--- src/rtl/sba_pkg.sv ---
package sba_pkg;
  localparam logic [3:0] IDX_CTRL  = 4'd0;
  localparam logic [3:0] IDX_ADDR0 = 4'd1;
  localparam logic [3:0] IDX_ADDR2 = 4'd3;
  localparam logic [3:0] IDX_DATA0 = 4'd4;
  localparam logic [3:0] IDX_DATA3 = 4'd7;

  localparam int unsigned CTL_AINC  = 3;
  localparam int unsigned CTL_AREAD = 4;
  localparam int unsigned CTL_ERR   = 8;
  localparam int unsigned CTL_BUSY  = 12;
  localparam int unsigned CTL_STALE = 16;

  typedef enum logic [2:0] {
    ERR_NONE = 3'd0,
    ERR_BUS  = 3'd2,
    ERR_SIZE = 3'd3,
    ERR_BUSY = 3'd4
  } err_e;

  typedef struct packed {
    logic [2:0] size;
    logic       ainc;
    logic       aread;
  } ctl_t;
endpackage

--- src/rtl/sba_size_dec.sv ---
module sba_size_dec #(
  parameter int unsigned ADDR_W = 64,
  parameter int unsigned DATA_W = 64
) (
  input  logic [2:0]        size_i,
  output logic              ok_o,
  output logic [ADDR_W-1:0] step_o
);
  localparam int unsigned MAX_SIZE = $clog2(DATA_W / 8);

  assign ok_o   = (32'(size_i) <= MAX_SIZE);
  assign step_o = ADDR_W'(1) << size_i;
endmodule

--- src/rtl/sba_err_track.sv ---
module sba_err_track (
  input  logic       clk_i,
  input  logic       rst_ni,
  input  logic       set_i,
  input  logic [2:0] code_i,
  input  logic       clr_i,
  input  logic [2:0] clr_mask_i,
  output logic [2:0] err_o
);
  logic [2:0] err_q;

  always_ff @(posedge clk_i or negedge rst_ni) begin
    if (!rst_ni)                     err_q <= 3'd0;
    else if (set_i && err_q == 3'd0) err_q <= code_i;
    else if (clr_i)                  err_q <= err_q & ~clr_mask_i;
  end

  assign err_o = err_q;

  assert_err_sticky_R11: assert property (@(posedge clk_i) disable iff (!rst_ni)
    (err_q != 3'd0 && !clr_i) |=> err_q == $past(err_q));

  assert_err_code_nonzero_R11: assert property (@(posedge clk_i) disable iff (!rst_ni)
    set_i |-> code_i != 3'd0);
endmodule

--- src/rtl/sba_bus_seq.sv ---
module sba_bus_seq #(
  parameter int unsigned ADDR_W = 64,
  parameter int unsigned DATA_W = 64
) (
  input  logic              clk_i,
  input  logic              rst_ni,
  input  logic              issue_i,
  input  logic              we_i,
  input  logic [ADDR_W-1:0] addr_i,
  input  logic [2:0]        size_i,
  input  logic [DATA_W-1:0] wdata_i,
  output logic              bus_req_o,
  input  logic              bus_gnt_i,
  output logic              bus_we_o,
  output logic [ADDR_W-1:0] bus_addr_o,
  output logic [2:0]        bus_size_o,
  output logic [DATA_W-1:0] bus_wdata_o,
  input  logic              bus_rsp_valid_i,
  input  logic              bus_rsp_err_i,
  output logic              busy_o,
  output logic              rd_ok_o,
  output logic              bus_err_o
);
  logic              req_q, busy_q, we_q;
  logic [ADDR_W-1:0] addr_q;
  logic [2:0]        size_q;
  logic [DATA_W-1:0] wdata_q;

  always_ff @(posedge clk_i or negedge rst_ni) begin
    if (!rst_ni) begin
      req_q  <= 1'b0;
      busy_q <= 1'b0;
    end else begin
      if (issue_i)        req_q <= 1'b1;
      else if (bus_gnt_i) req_q <= 1'b0;
      if (issue_i)                       busy_q <= 1'b1;
      else if (busy_q && bus_rsp_valid_i) busy_q <= 1'b0;
    end
  end

  always_ff @(posedge clk_i or negedge rst_ni) begin
    if (!rst_ni) begin
      we_q    <= 1'b0;
      addr_q  <= '0;
      size_q  <= 3'd0;
      wdata_q <= '0;
    end else if (issue_i) begin
      we_q    <= we_i;
      addr_q  <= addr_i;
      size_q  <= size_i;
      wdata_q <= wdata_i;
    end
  end

  assign bus_req_o   = req_q;
  assign bus_we_o    = we_q;
  assign bus_addr_o  = addr_q;
  assign bus_size_o  = size_q;
  assign bus_wdata_o = wdata_q;
  assign busy_o      = busy_q;
  assign rd_ok_o     = busy_q & bus_rsp_valid_i & ~bus_rsp_err_i & ~we_q;
  assign bus_err_o   = busy_q & bus_rsp_valid_i & bus_rsp_err_i;

  assert_req_within_busy_R2: assert property (@(posedge clk_i) disable iff (!rst_ni)
    bus_req_o |-> busy_o);

  assert_req_held_R2: assert property (@(posedge clk_i) disable iff (!rst_ni)
    (bus_req_o && !bus_gnt_i) |=> (bus_req_o && $stable(bus_addr_o) && $stable(bus_we_o)));

  assert_no_issue_when_busy_R9: assert property (@(posedge clk_i) disable iff (!rst_ni)
    issue_i |-> !busy_q);
endmodule

--- src/rtl/sba_master.sv ---
module sba_master #(
  parameter int unsigned ADDR_W = 64,
  parameter int unsigned DATA_W = 64
) (
  input  logic              clk_i,
  input  logic              rst_ni,
  input  logic              reg_valid_i,
  input  logic              reg_write_i,
  input  logic [3:0]        reg_idx_i,
  input  logic [31:0]       reg_wdata_i,
  output logic [31:0]       reg_rdata_o,
  output logic              bus_req_o,
  input  logic              bus_gnt_i,
  output logic              bus_we_o,
  output logic [ADDR_W-1:0] bus_addr_o,
  output logic [2:0]        bus_size_o,
  output logic [DATA_W-1:0] bus_wdata_o,
  input  logic              bus_rsp_valid_i,
  input  logic              bus_rsp_err_i,
  input  logic [DATA_W-1:0] bus_rsp_rdata_i
);
  import sba_pkg::*;

  localparam int unsigned NUM_AW   = ADDR_W / 32;
  localparam int unsigned NUM_DW   = DATA_W / 32;
  localparam int unsigned MAX_SIZE = $clog2(DATA_W / 8);

  ctl_t              ctl_q;
  logic              stale_q;
  logic [31:0]       addr_w [NUM_AW];
  logic [31:0]       data_w [NUM_DW];
  logic [ADDR_W-1:0] addr_q, inc_addr, step;
  logic [DATA_W-1:0] data_q, issue_wdata;

  logic       busy, rd_ok, bus_err, size_ok;
  logic [2:0] err;

  // address and data word views
  always_comb begin
    for (int k = 0; k < NUM_AW; k++) addr_q[32*k +: 32] = addr_w[k];
    for (int k = 0; k < NUM_DW; k++) data_q[32*k +: 32] = data_w[k];
  end

  // access decode
  logic       acc_wr, acc_rd, hit_ctrl, hit_addr, hit_data, data_ok, d0;
  logic [1:0] aw_sel, dw_sel;

  assign acc_wr   = reg_valid_i & reg_write_i;
  assign acc_rd   = reg_valid_i & ~reg_write_i;
  assign hit_ctrl = (reg_idx_i == IDX_CTRL);
  assign hit_addr = (reg_idx_i >= IDX_ADDR0) && (reg_idx_i <= IDX_ADDR2);
  assign hit_data = (reg_idx_i >= IDX_DATA0) && (reg_idx_i <= IDX_DATA3);
  assign aw_sel   = reg_idx_i[1:0] - 2'd1;
  assign dw_sel   = reg_idx_i[1:0];
  assign data_ok  = hit_data & (err == ERR_NONE);
  assign d0       = data_ok & (dw_sel == 2'd0);

  logic viol_busy, viol_stale, viol_size, d0_wr_go, d0_rd_go, start, issue, do_inc;
  logic err_set, ctl_wr_ok;
  logic [2:0] err_code;

  assign viol_busy  = busy & ((acc_wr & (hit_ctrl | hit_addr | data_ok)) | (acc_rd & d0));
  assign viol_stale = acc_rd & d0 & ~busy & stale_q;
  assign d0_wr_go   = acc_wr & d0 & ~busy;
  assign d0_rd_go   = acc_rd & d0 & ~busy & ~stale_q;
  assign start      = d0_wr_go | (d0_rd_go & ctl_q.aread);
  assign viol_size  = start & ~size_ok;
  assign issue      = start & size_ok;
  assign do_inc     = ctl_q.ainc & size_ok & (d0_wr_go | d0_rd_go);
  assign inc_addr   = addr_q + step;
  assign ctl_wr_ok  = acc_wr & hit_ctrl & ~busy;

  assign err_set  = bus_err | viol_busy | viol_stale | viol_size;
  assign err_code = bus_err ? ERR_BUS : (viol_size ? ERR_SIZE : ERR_BUSY);

  always_comb begin
    issue_wdata        = data_q;
    issue_wdata[31:0]  = reg_wdata_i;
  end

  sba_size_dec #(.ADDR_W(ADDR_W), .DATA_W(DATA_W)) u_size (
    .size_i (ctl_q.size),
    .ok_o   (size_ok),
    .step_o (step)
  );

  sba_err_track u_err (
    .clk_i      (clk_i),
    .rst_ni     (rst_ni),
    .set_i      (err_set),
    .code_i     (err_code),
    .clr_i      (ctl_wr_ok),
    .clr_mask_i (reg_wdata_i[CTL_ERR +: 3]),
    .err_o      (err)
  );

  sba_bus_seq #(.ADDR_W(ADDR_W), .DATA_W(DATA_W)) u_bus (
    .clk_i           (clk_i),
    .rst_ni          (rst_ni),
    .issue_i         (issue),
    .we_i            (d0_wr_go),
    .addr_i          ((d0_rd_go && ctl_q.ainc) ? inc_addr : addr_q),
    .size_i          (ctl_q.size),
    .wdata_i         (issue_wdata),
    .bus_req_o       (bus_req_o),
    .bus_gnt_i       (bus_gnt_i),
    .bus_we_o        (bus_we_o),
    .bus_addr_o      (bus_addr_o),
    .bus_size_o      (bus_size_o),
    .bus_wdata_o     (bus_wdata_o),
    .bus_rsp_valid_i (bus_rsp_valid_i),
    .bus_rsp_err_i   (bus_rsp_err_i),
    .busy_o          (busy),
    .rd_ok_o         (rd_ok),
    .bus_err_o       (bus_err)
  );

  // control and stale flag
  always_ff @(posedge clk_i or negedge rst_ni) begin
    if (!rst_ni) begin
      ctl_q   <= '{size: 3'd2, ainc: 1'b0, aread: 1'b0};
      stale_q <= 1'b0;
    end else begin
      if (ctl_wr_ok) begin
        ctl_q.size  <= reg_wdata_i[2:0];
        ctl_q.ainc  <= reg_wdata_i[CTL_AINC];
        ctl_q.aread <= reg_wdata_i[CTL_AREAD];
      end
      if (rd_ok || d0_wr_go) stale_q <= 1'b0;
      else if (d0_rd_go)     stale_q <= 1'b1;
    end
  end

  // address words
  for (genvar k = 0; k < NUM_AW; k++) begin : g_addr
    always_ff @(posedge clk_i or negedge rst_ni) begin
      if (!rst_ni)
        addr_w[k] <= 32'd0;
      else if (do_inc)
        addr_w[k] <= inc_addr[32*k +: 32];
      else if (acc_wr && hit_addr && !busy && aw_sel == 2'(k))
        addr_w[k] <= reg_wdata_i;
    end
  end

  // data words
  for (genvar k = 0; k < NUM_DW; k++) begin : g_data
    always_ff @(posedge clk_i or negedge rst_ni) begin
      if (!rst_ni)
        data_w[k] <= 32'd0;
      else if (rd_ok)
        data_w[k] <= bus_rsp_rdata_i[32*k +: 32];
      else if (acc_wr && data_ok && !busy && dw_sel == 2'(k))
        data_w[k] <= reg_wdata_i;
    end
  end

  // read mux
  always_comb begin
    reg_rdata_o = 32'd0;
    if (hit_ctrl) begin
      reg_rdata_o[2:0]           = ctl_q.size;
      reg_rdata_o[CTL_AINC]      = ctl_q.ainc;
      reg_rdata_o[CTL_AREAD]     = ctl_q.aread;
      reg_rdata_o[CTL_ERR +: 3]  = err;
      reg_rdata_o[CTL_BUSY]      = busy;
      reg_rdata_o[CTL_STALE]     = stale_q;
    end else if (hit_addr) begin
      for (int k = 0; k < NUM_AW; k++)
        if (aw_sel == 2'(k)) reg_rdata_o = addr_w[k];
    end else if (hit_data) begin
      for (int k = 0; k < NUM_DW; k++)
        if (dw_sel == 2'(k)) reg_rdata_o = data_w[k];
    end
  end

  assert_no_issue_with_error_R10: assert property (@(posedge clk_i) disable iff (!rst_ni)
    $rose(bus_req_o) |-> $past(err) == ERR_NONE);

  assert_size_legal_R8: assert property (@(posedge clk_i) disable iff (!rst_ni)
    bus_req_o |-> (32'(bus_size_o) <= MAX_SIZE));

  assert_bus_err_keeps_data_R7: assert property (@(posedge clk_i) disable iff (!rst_ni)
    bus_err |=> $stable(data_q));

  assert_read_clears_stale_R6: assert property (@(posedge clk_i) disable iff (!rst_ni)
    rd_ok |=> !stale_q);
endmodule

--- config.mk ---
export PLATFORM = sky130hd
export DESIGN_NAME = sba_master
export DESIGN_NICKNAME = d
export VERILOG_FILES = /design/src/rtl/sba_pkg.sv /design/src/rtl/sba_size_dec.sv /design/src/rtl/sba_err_track.sv /design/src/rtl/sba_bus_seq.sv /design/src/rtl/sba_master.sv
export SDC_FILE = /design/constraint.sdc
export NUM_CORES = 1
export LEC_CHECK = 0
export BUFFER_PORTS_ARGS = -buffer_cell sky130_fd_sc_hd__buf_2
export CORE_MARGIN = 2
export CORE_UTILIZATION = 50
export CTS_CLUSTER_SIZE = 8
export DETAILED_ROUTE_END_ITERATION = 12
export GPL_TIMING_DRIVEN = 0
export PLACE_DENSITY_LB_ADDON = 0.15
export SYNTH_ARGS = -nofsm -noshare
export SYNTH_HDL_FRONTEND = slang
export SYNTH_HIERARCHICAL = 1
export SYNTH_SLANG_ARGS = --single-unit
export TNS_END_PERCENT = 30
--- constraint.sdc ---
create_clock -name clk_i -period 3.86 [get_ports clk_i]
set_input_delay 0.579 -clock clk_i [delete_from_list [all_inputs] [get_ports clk_i]]
set_output_delay 0.579 -clock clk_i [all_outputs]
set_load 0.05 [all_outputs]
-- Word level (Yosys, flattened, before mapping)
Index checks and enable logic that the tools add are counted.
Widths: inputs -> output; s select.
- register bits: 271
- bits in latches: 0
- bits in writable memories: 0
- ROM bits: 0
- memories: 0
- add/sub/neg operators: 2
- $mul: 0
- div/mod/pow operators: 0
- $lt $le $gt $ge: 5
- eq/ne operators: 2
- shift-type cells: 1
- mux-type cells: 33
- bitwise logic cells: 39
- reduce and logical (&&, ||, !) cells: 27
- operators by type and width (operator ; count):
    $mux 32 ; 14
    $add 64x64->64 ; 1
    $mux 64 ; 1
    $shl 1x3->64 const A ; 1
    $and 1x1->1 ; 23
    $mux 3 ; 7
    $reduce_bool 2->1 ; 8
    $mux 15 ; 1
    $logic_and 1x1->1 ; 13
    $mux 1 ; 9
    $or 1x1->1 ; 8
    $not 1->1 ; 6
    $mux 5 ; 1
    $eq 2x1->1 const B ; 2
    $ge 4x1->1 const B ; 1
    $ge 4x3->1 const B ; 1
    $le 4x2->1 const B ; 1
    $le 4x3->1 const B ; 1
    $logic_not 2->1 ; 2
    $logic_not 4->1 ; 1
    $and 3x3->3 ; 1
    $le 3x2->1 const B ; 1
    $logic_not 3->1 ; 1
    $not 3->3 ; 1
    3 further kinds ; 3

-- Logic depth before layout (Yosys ltp)
- word-level depth: 13
- depth in mapped cells: 15

-- Modules after synthesis
The synthesis kept the hierarchy.
- by module, submodules not included (module ; instances ; cells each ; area each (um2)):
    sba_master ; 1 ; 1588 ; 12197.9
    sba_bus_seq ; 1 ; 288 ; 5220.0
    sba_size_dec ; 1 ; 66 ; 498.0
    sba_err_track ; 1 ; 10 ; 140.1

-- Worst setup path after synthesis
No wires, ideal clock.
- path type: register to register
- start: register ctl_q[3] in the netlist's numbering
- end: register u_bus.addr_q[54] (netlist: u_bus/bus_addr_o[54])
- arrival: 3.478 ns
- data required time: 3.793 ns
- path slack: 0.316 ns
- cell stages (with the launch flop): 15
- buffers on the path: 0
- clock period less this slack: 3.544 ns
- path through: dfstp_2 nor3_1 ha_1 fa_1 a21o_1 a221oi_2 nor3b_1 o211ai_1 a21oi_1 nor2_1 o31ai_2 a211o_1 or4_1 nand3_1 mux2_2
- longest elaborated chain between the ends: 3
- ends and longest elaborated chain (what ; line ; text):
    from (decl) ; sba_master.sv:28 ; ctl_t ctl_q;
    from (signal assigned) ; sba_master.sv:121 ; ctl_q <= '{size: 3'd2, ainc: 1'b0, aread: 1'b0};
    $shl 1x3->64 ; sba_size_dec.sv:12 ; assign step_o = ADDR_W'(1) << size_i;
    named net step[0] ; sba_master.sv:32 ; logic [ADDR_W-1:0] addr_q, inc_addr, step;
    $add 64x64->64 ; sba_master.sv:70 ; assign inc_addr = addr_q + step;
    $mux 64 ; sba_master.sv:102 ; .addr_i ((d0_rd_go && ctl_q.ainc) ? inc_addr : addr_q),
    to (signal assigned) ; sba_bus_seq.sv:49 ; addr_q <= addr_i;
    to (decl) ; sba_bus_seq.sv:25 ; logic [ADDR_W-1:0] addr_q;
The timed path passes the listed nets, and every way through them passes these cells.
A chain may end at the register's enable or synchronous reset.

-- Worst setup path in the final report
- start: register u_err.err_q[0] (netlist: u_err/err_o[0])
- end: register u_bus.addr_q[19] (netlist: u_bus/bus_addr_o[19])
- longest elaborated chain between the ends: 9
- ends and longest elaborated chain (what ; line ; text):
    from (decl) ; sba_err_track.sv:10 ; logic [2:0] err_q;
    from (signal assigned) ; sba_err_track.sv:14 ; else if (set_i && err_q == 3'd0) err_q <= code_i;
    from (signal assigned) ; sba_err_track.sv:15 ; else if (clr_i) err_q <= err_q & ~clr_mask_i;
    $logic_not 3->1 * ; sba_master.sv:55 ; assign data_ok = hit_data & (err == ERR_NONE);
    $and 1x1->1 * ; sba_master.sv:55 ;
    $and 1x1->1 * ; sba_master.sv:56 ; assign d0 = data_ok & (dw_sel == 2'd0);
    $and 1x1->1 (3 in a row) ; sba_master.sv:65 ; assign d0_rd_go = acc_rd & d0 & ~busy & ~stale_q;
    $and 1x1->1 ; sba_master.sv:66 ; assign start = d0_wr_go | (d0_rd_go & ctl_q.aread);
    $or 1x1->1 ; sba_master.sv:66 ;
    $and 1x1->1 ; sba_master.sv:68 ; assign issue = start & size_ok;
Every way passes the cells marked *; elsewhere a longest branch is shown, timed or not.

==> summary.md <==
Setup repair after global routing could not meet its margin everywhere. Share of total power in sequential cells: 30.5%. The tools report the CTS root buffer as clkbuf_16.

The final layout contains routed wiring with a total length of 67500 um. The die is 194 um tall. The first detailed-routing pass ran for 6 iterations.

The run gives 101000 um as the global-route wire length before repair. In this run the core area contains 69 standard-cell rows. DRC violation count after routing: 0.

The number of port buffers is 269. Synthesis produced 1952 cells. The final cycle utilization of the critical path was 98.0%; the average wire length per cell after detail routing was 23.9 um.

For the via count, the log shows 16800. Counting distinct cell types in the post-synthesis netlist gives 85. The number of hold violations in the final report is 0, and the worst slack after detailed placement is -878 ps. For this design the static power due to leakage is 10.6 nW.

Per report_power, the clock group accounts for 22.8% of the total. Global routing consumed, on the met1 layer, 47.5% of the routing resources. TritonCTS built the clock tree. In this run, CTS created clock tree buffers numbering 40. The flow ran to the end, and the final reports show no timing, DRC or antenna violations. The number of top-level pins is 272, and the clock slew seen by the registers of the worst setup and hold paths is 50 ps. For this run, asynchronously set or reset flops after synthesis account for 100%. The count of nets left with antenna violations once routing finished came out at 0. After global routing, the most crowded layer is met2.

The number of global-route vias before repair is 16200. The power density over the cells works out to 664 mW/mm2. Counting the fill cells in the layout gives 3181. The tools report the endpoint required time on the critical path as 4310 ps. The die covers 0.0376 mm2. Counting I/O delays and the setup requirement, the final critical path takes 3780 ps.

The final max-slew violation count is 0, and the maximum clock skew at final layout is 21.2 ps. At the end of routability-driven placement, the weighted congestion stood at 1.00. The run gives 52000 um as the HPWL reported at the end of detailed placement. The fmax came out at 264 MHz.

The run gives 46.7% as the part of the total power dissipated in combinational logic. In the layout the commonest cells are 285 x buf_2, 268 x dfrtp_1, 263 x nand2_1. The most common library cell in the layout ignoring fill and taps was buf_2. The final instance count without filler cells was 2829. The slew at the pin closest to its max-slew limit is 1110 ps. The switching fraction of total power came out at 44.5%. In this run the number of H-tree levels came out at 2. For met3 alone, demand over resource in global routing was 8.44%. The critical path startpoint category was a flop. The most used flip-flop cell after synthesis is dfrtp_1. The number of flops mapped to enable cells by yosys was 0; the number of synthesized register bits was 271. Measured along the x axis, the die boundary spans 194 um.

For this run, the post-layout net count is 2525. Share of final-layout standard cells stronger than drive strength 1: 27.5%. The path class of the tightest hold or removal check is in -> reg. Type of the setup path with the least slack: reg -> reg. Across every metal layer, demand over resource in global routing totals 35.1%. The net switching power was 0.00649 W; the maximum number of buffers from clock root to sink was 3. The tools report the fraction of the yosys area taken by sequential cells as 37.6%. The endpoint kind of the worst setup timing path is a flop. The logs give 271 for the CTS sink count and 0.00808 W for the internal power.

Entering global routing, the biggest net connects 114 pins. VDD sags by at most 533 uV. The logs give 580 ps for the clock insertion delay at the later pin of the skew report and 0.0203 mm2 for the post-placement cell area. The average instance in the mapped netlist occupies 9.25 um2. The number of max-cap violations is 0, and the critical path arrival is 4230 ps.

For the mapped cell area, the log shows 0.0181 mm2. The run gives 4 as the number of antenna violations at the first check in global routing. The tools report the number of warnings reported in the yosys synthesis log as 6.

The logs give 26.0% for the worst slew margin relative to its limit and 0 for the total congestion overflow after global routing. Using the TritonRoute via totals, the vias-per-cell ratio works out to 5.94. Of all nets on the critical path, the largest fanout is 10. Setup violations remaining at the end of the flow were counted as 0. After floorplanning, the core was sized to cover 0.0356 mm2. The layout-stage area growth over the synthesis result works out to 21.6%. The worst path meets setup with 76.1 ps of slack. Once the floorplan was initialized, standard cells occupied 50.8% of the core.

The number of DRC markers in iteration 0 is 1384. The met2 global-route usage is 53.8%, and the cell area after layout is 0.0219 mm2. After detailed placement, the design holds a cell count of 2739.
[worst max-delay path: stages (launching register included)]
cell and delay [ps]:
dfrtp_1 450, nand2b_1 170, or4_4 420, buf_6 150, or4_4 480, nor2_4 110, nand2_1 140, clkbuf_2 350
clkbuf_1 370, clkbuf_1 340, nand2_1 140, o21ai_0 200, mux2_4 330
[path summary, 6_finish.rpt]
check | start | to | slack [ps] | depth (start not counted)
hold / removal | bus_rsp_rdata_i[25] | data_q[25]$_DFFE_PN0P_ | 230 | 3
min in group asynchronous | rst_ni | u_bus/bus_addr_o[39]$_DFFE_PN0P_ | 550 | 2
max in group asynchronous | rst_ni | data_q[33]$_DFFE_PN0P_ | 2300 | 3
setup / recovery | u_err/err_o[0]$_DFFE_PN0P_ | u_bus/bus_addr_o[19]$_DFFE_PN0P_ | 80 | 12
setup reg to reg | u_err/err_o[0]$_DFFE_PN0P_ | u_bus/bus_addr_o[19]$_DFFE_PN0P_ | 80 | 12
hold reg to reg | u_bus/bus_req_o$_DFFE_PN0P_ | u_bus/bus_req_o$_DFFE_PN0P_ | 490 | 1
[registers in the layout, indices dropped and copies added (netlist names), 3 cells and up]
name,flops
u_err/err_o,3
u_bus/bus_addr_o,64
u_bus/bus_wdata_o,64
ctl_q,5
data_q,64
u_bus/bus_size_o,3
addr_q,64
[cell families (layout without fill, tap and decap cells)]
family | Yosys count | in the layout | share of synthesized area, %
other | 1 | 57 | 0.0208
AND/OR/NAND/NOR | 554 | 554 | 14.4
XOR/XNOR | 57 | 57 | 2.76
adder cells (fa/ha/maj) | 64 | 64 | 4.48
AO/OA/AOI/OAI | 555 | 555 | 19.3
buffers and inverters | 213 | 573 | 6.21
flip-flops | 271 | 271 | 37.6
multiplexers | 237 | 237 | 15.3
[area by class of cell]
class | count | area, um2 | area share, %
multi-input cells | 1523 | 10600 | 48.4
flip-flops and latches | 271 | 6790 | 30.9
repair buffers | 305 | 1680 | 7.66
clock buffers | 53 | 1100 | 5.02
plain buffers | 179 | 996 | 4.54
well taps | 461 | 577 | 2.63
inverters | 34 | 128 | 0.581
clock inverters | 2 | 46.3 | 0.211
diodes | 1 | 2.50 | 0.0114
[power by group through the flow]
stage	Combinational, W	Sequential [W]	Clock [W]
after detailed placement	0.00611	0.00446	0
after CTS	0.00633	0.00442	0.00335
final	0.00680	0.00444	0.00333
after global placement	0.00604	0.00443	0
after global routing	0.00730	0.00452	0.00348
after floorplan	0.00359	0.00524	0
[metrics by stage]
| stage | utilization [%] | hold slack, ps | setup TNS [ps] | total power (W) |
|---|---|---|---|---|
| 6_report | 61.7 | 232 | 0 | 0.0146 |
| 5_1_grt | 61.7 | 237 | -31.6 | 0.0153 |
| 4_1_cts | 60.9 | 212 | 0 | 0.0141 |
| 3_5_place_dp | 56.9 | 486 | -20250 | 0.0106 |
| 3_3_place_gp | 56.8 | 456 | -790830 | 0.0105 |
| 2_1_floorplan | - | 283 | 0 | 0.00883 |
[synthesized netlist by cell type (all sizes together) (3+ instances only)]
cell	number	share of area, %
clkbuf	92	1.9
a21o	41	1.7
and2	12	0.42
o22a	18	0.87
nand2b	11	0.38
buf	87	3.6
nor2b	33	1.1
a211oi	31	1.3
nand3	25	0.72
o211a	6	0.33
o211ai	6	0.28
a22oi	27	1.1
or3	7	0.24
inv	33	0.69
nor3b	6	0.28
nor2	96	2.1
or2	7	0.24
nand3b	3	0.12
nand2	263	5.5
a22o	4	0.21
dfrtp	270	37
mux2	137	9.7
nor4	7	0.28
xnor2	28	1.4
a311oi	3	0.24
a21boi	6	0.27
and3b	4	0.21
nand4	18	0.62
o21ai	173	4.8
and3	34	1.2
nor3	21	0.61
ha	63	4.4
o22ai	10	0.35
mux2i	100	5.5
o21bai	15	0.62
a31oi	16	0.64
o21a	12	0.50
xor2	29	1.4
o41ai	3	0.25
or4	5	0.25
o31ai	6	0.35
a21oi	162	4.5
[layer usage]
layer / share of wire [%] / wire [um]
met1: 42 / 28700
met2: 44 / 29700
met3: 8.6 / 5790
met4: 5.0 / 3380
met5: 0.058 / 39
[timing repair]
action	4_1_cts	5_1_grt
buffers inserted	16	17
endpoints found under the hold margin	10	0
pin swaps	14	24
hold buffers	1	0
endpoints found under the setup margin	53	48
resized for setup	31	32
No activity file was read; power rests on OpenSTA's default activity.
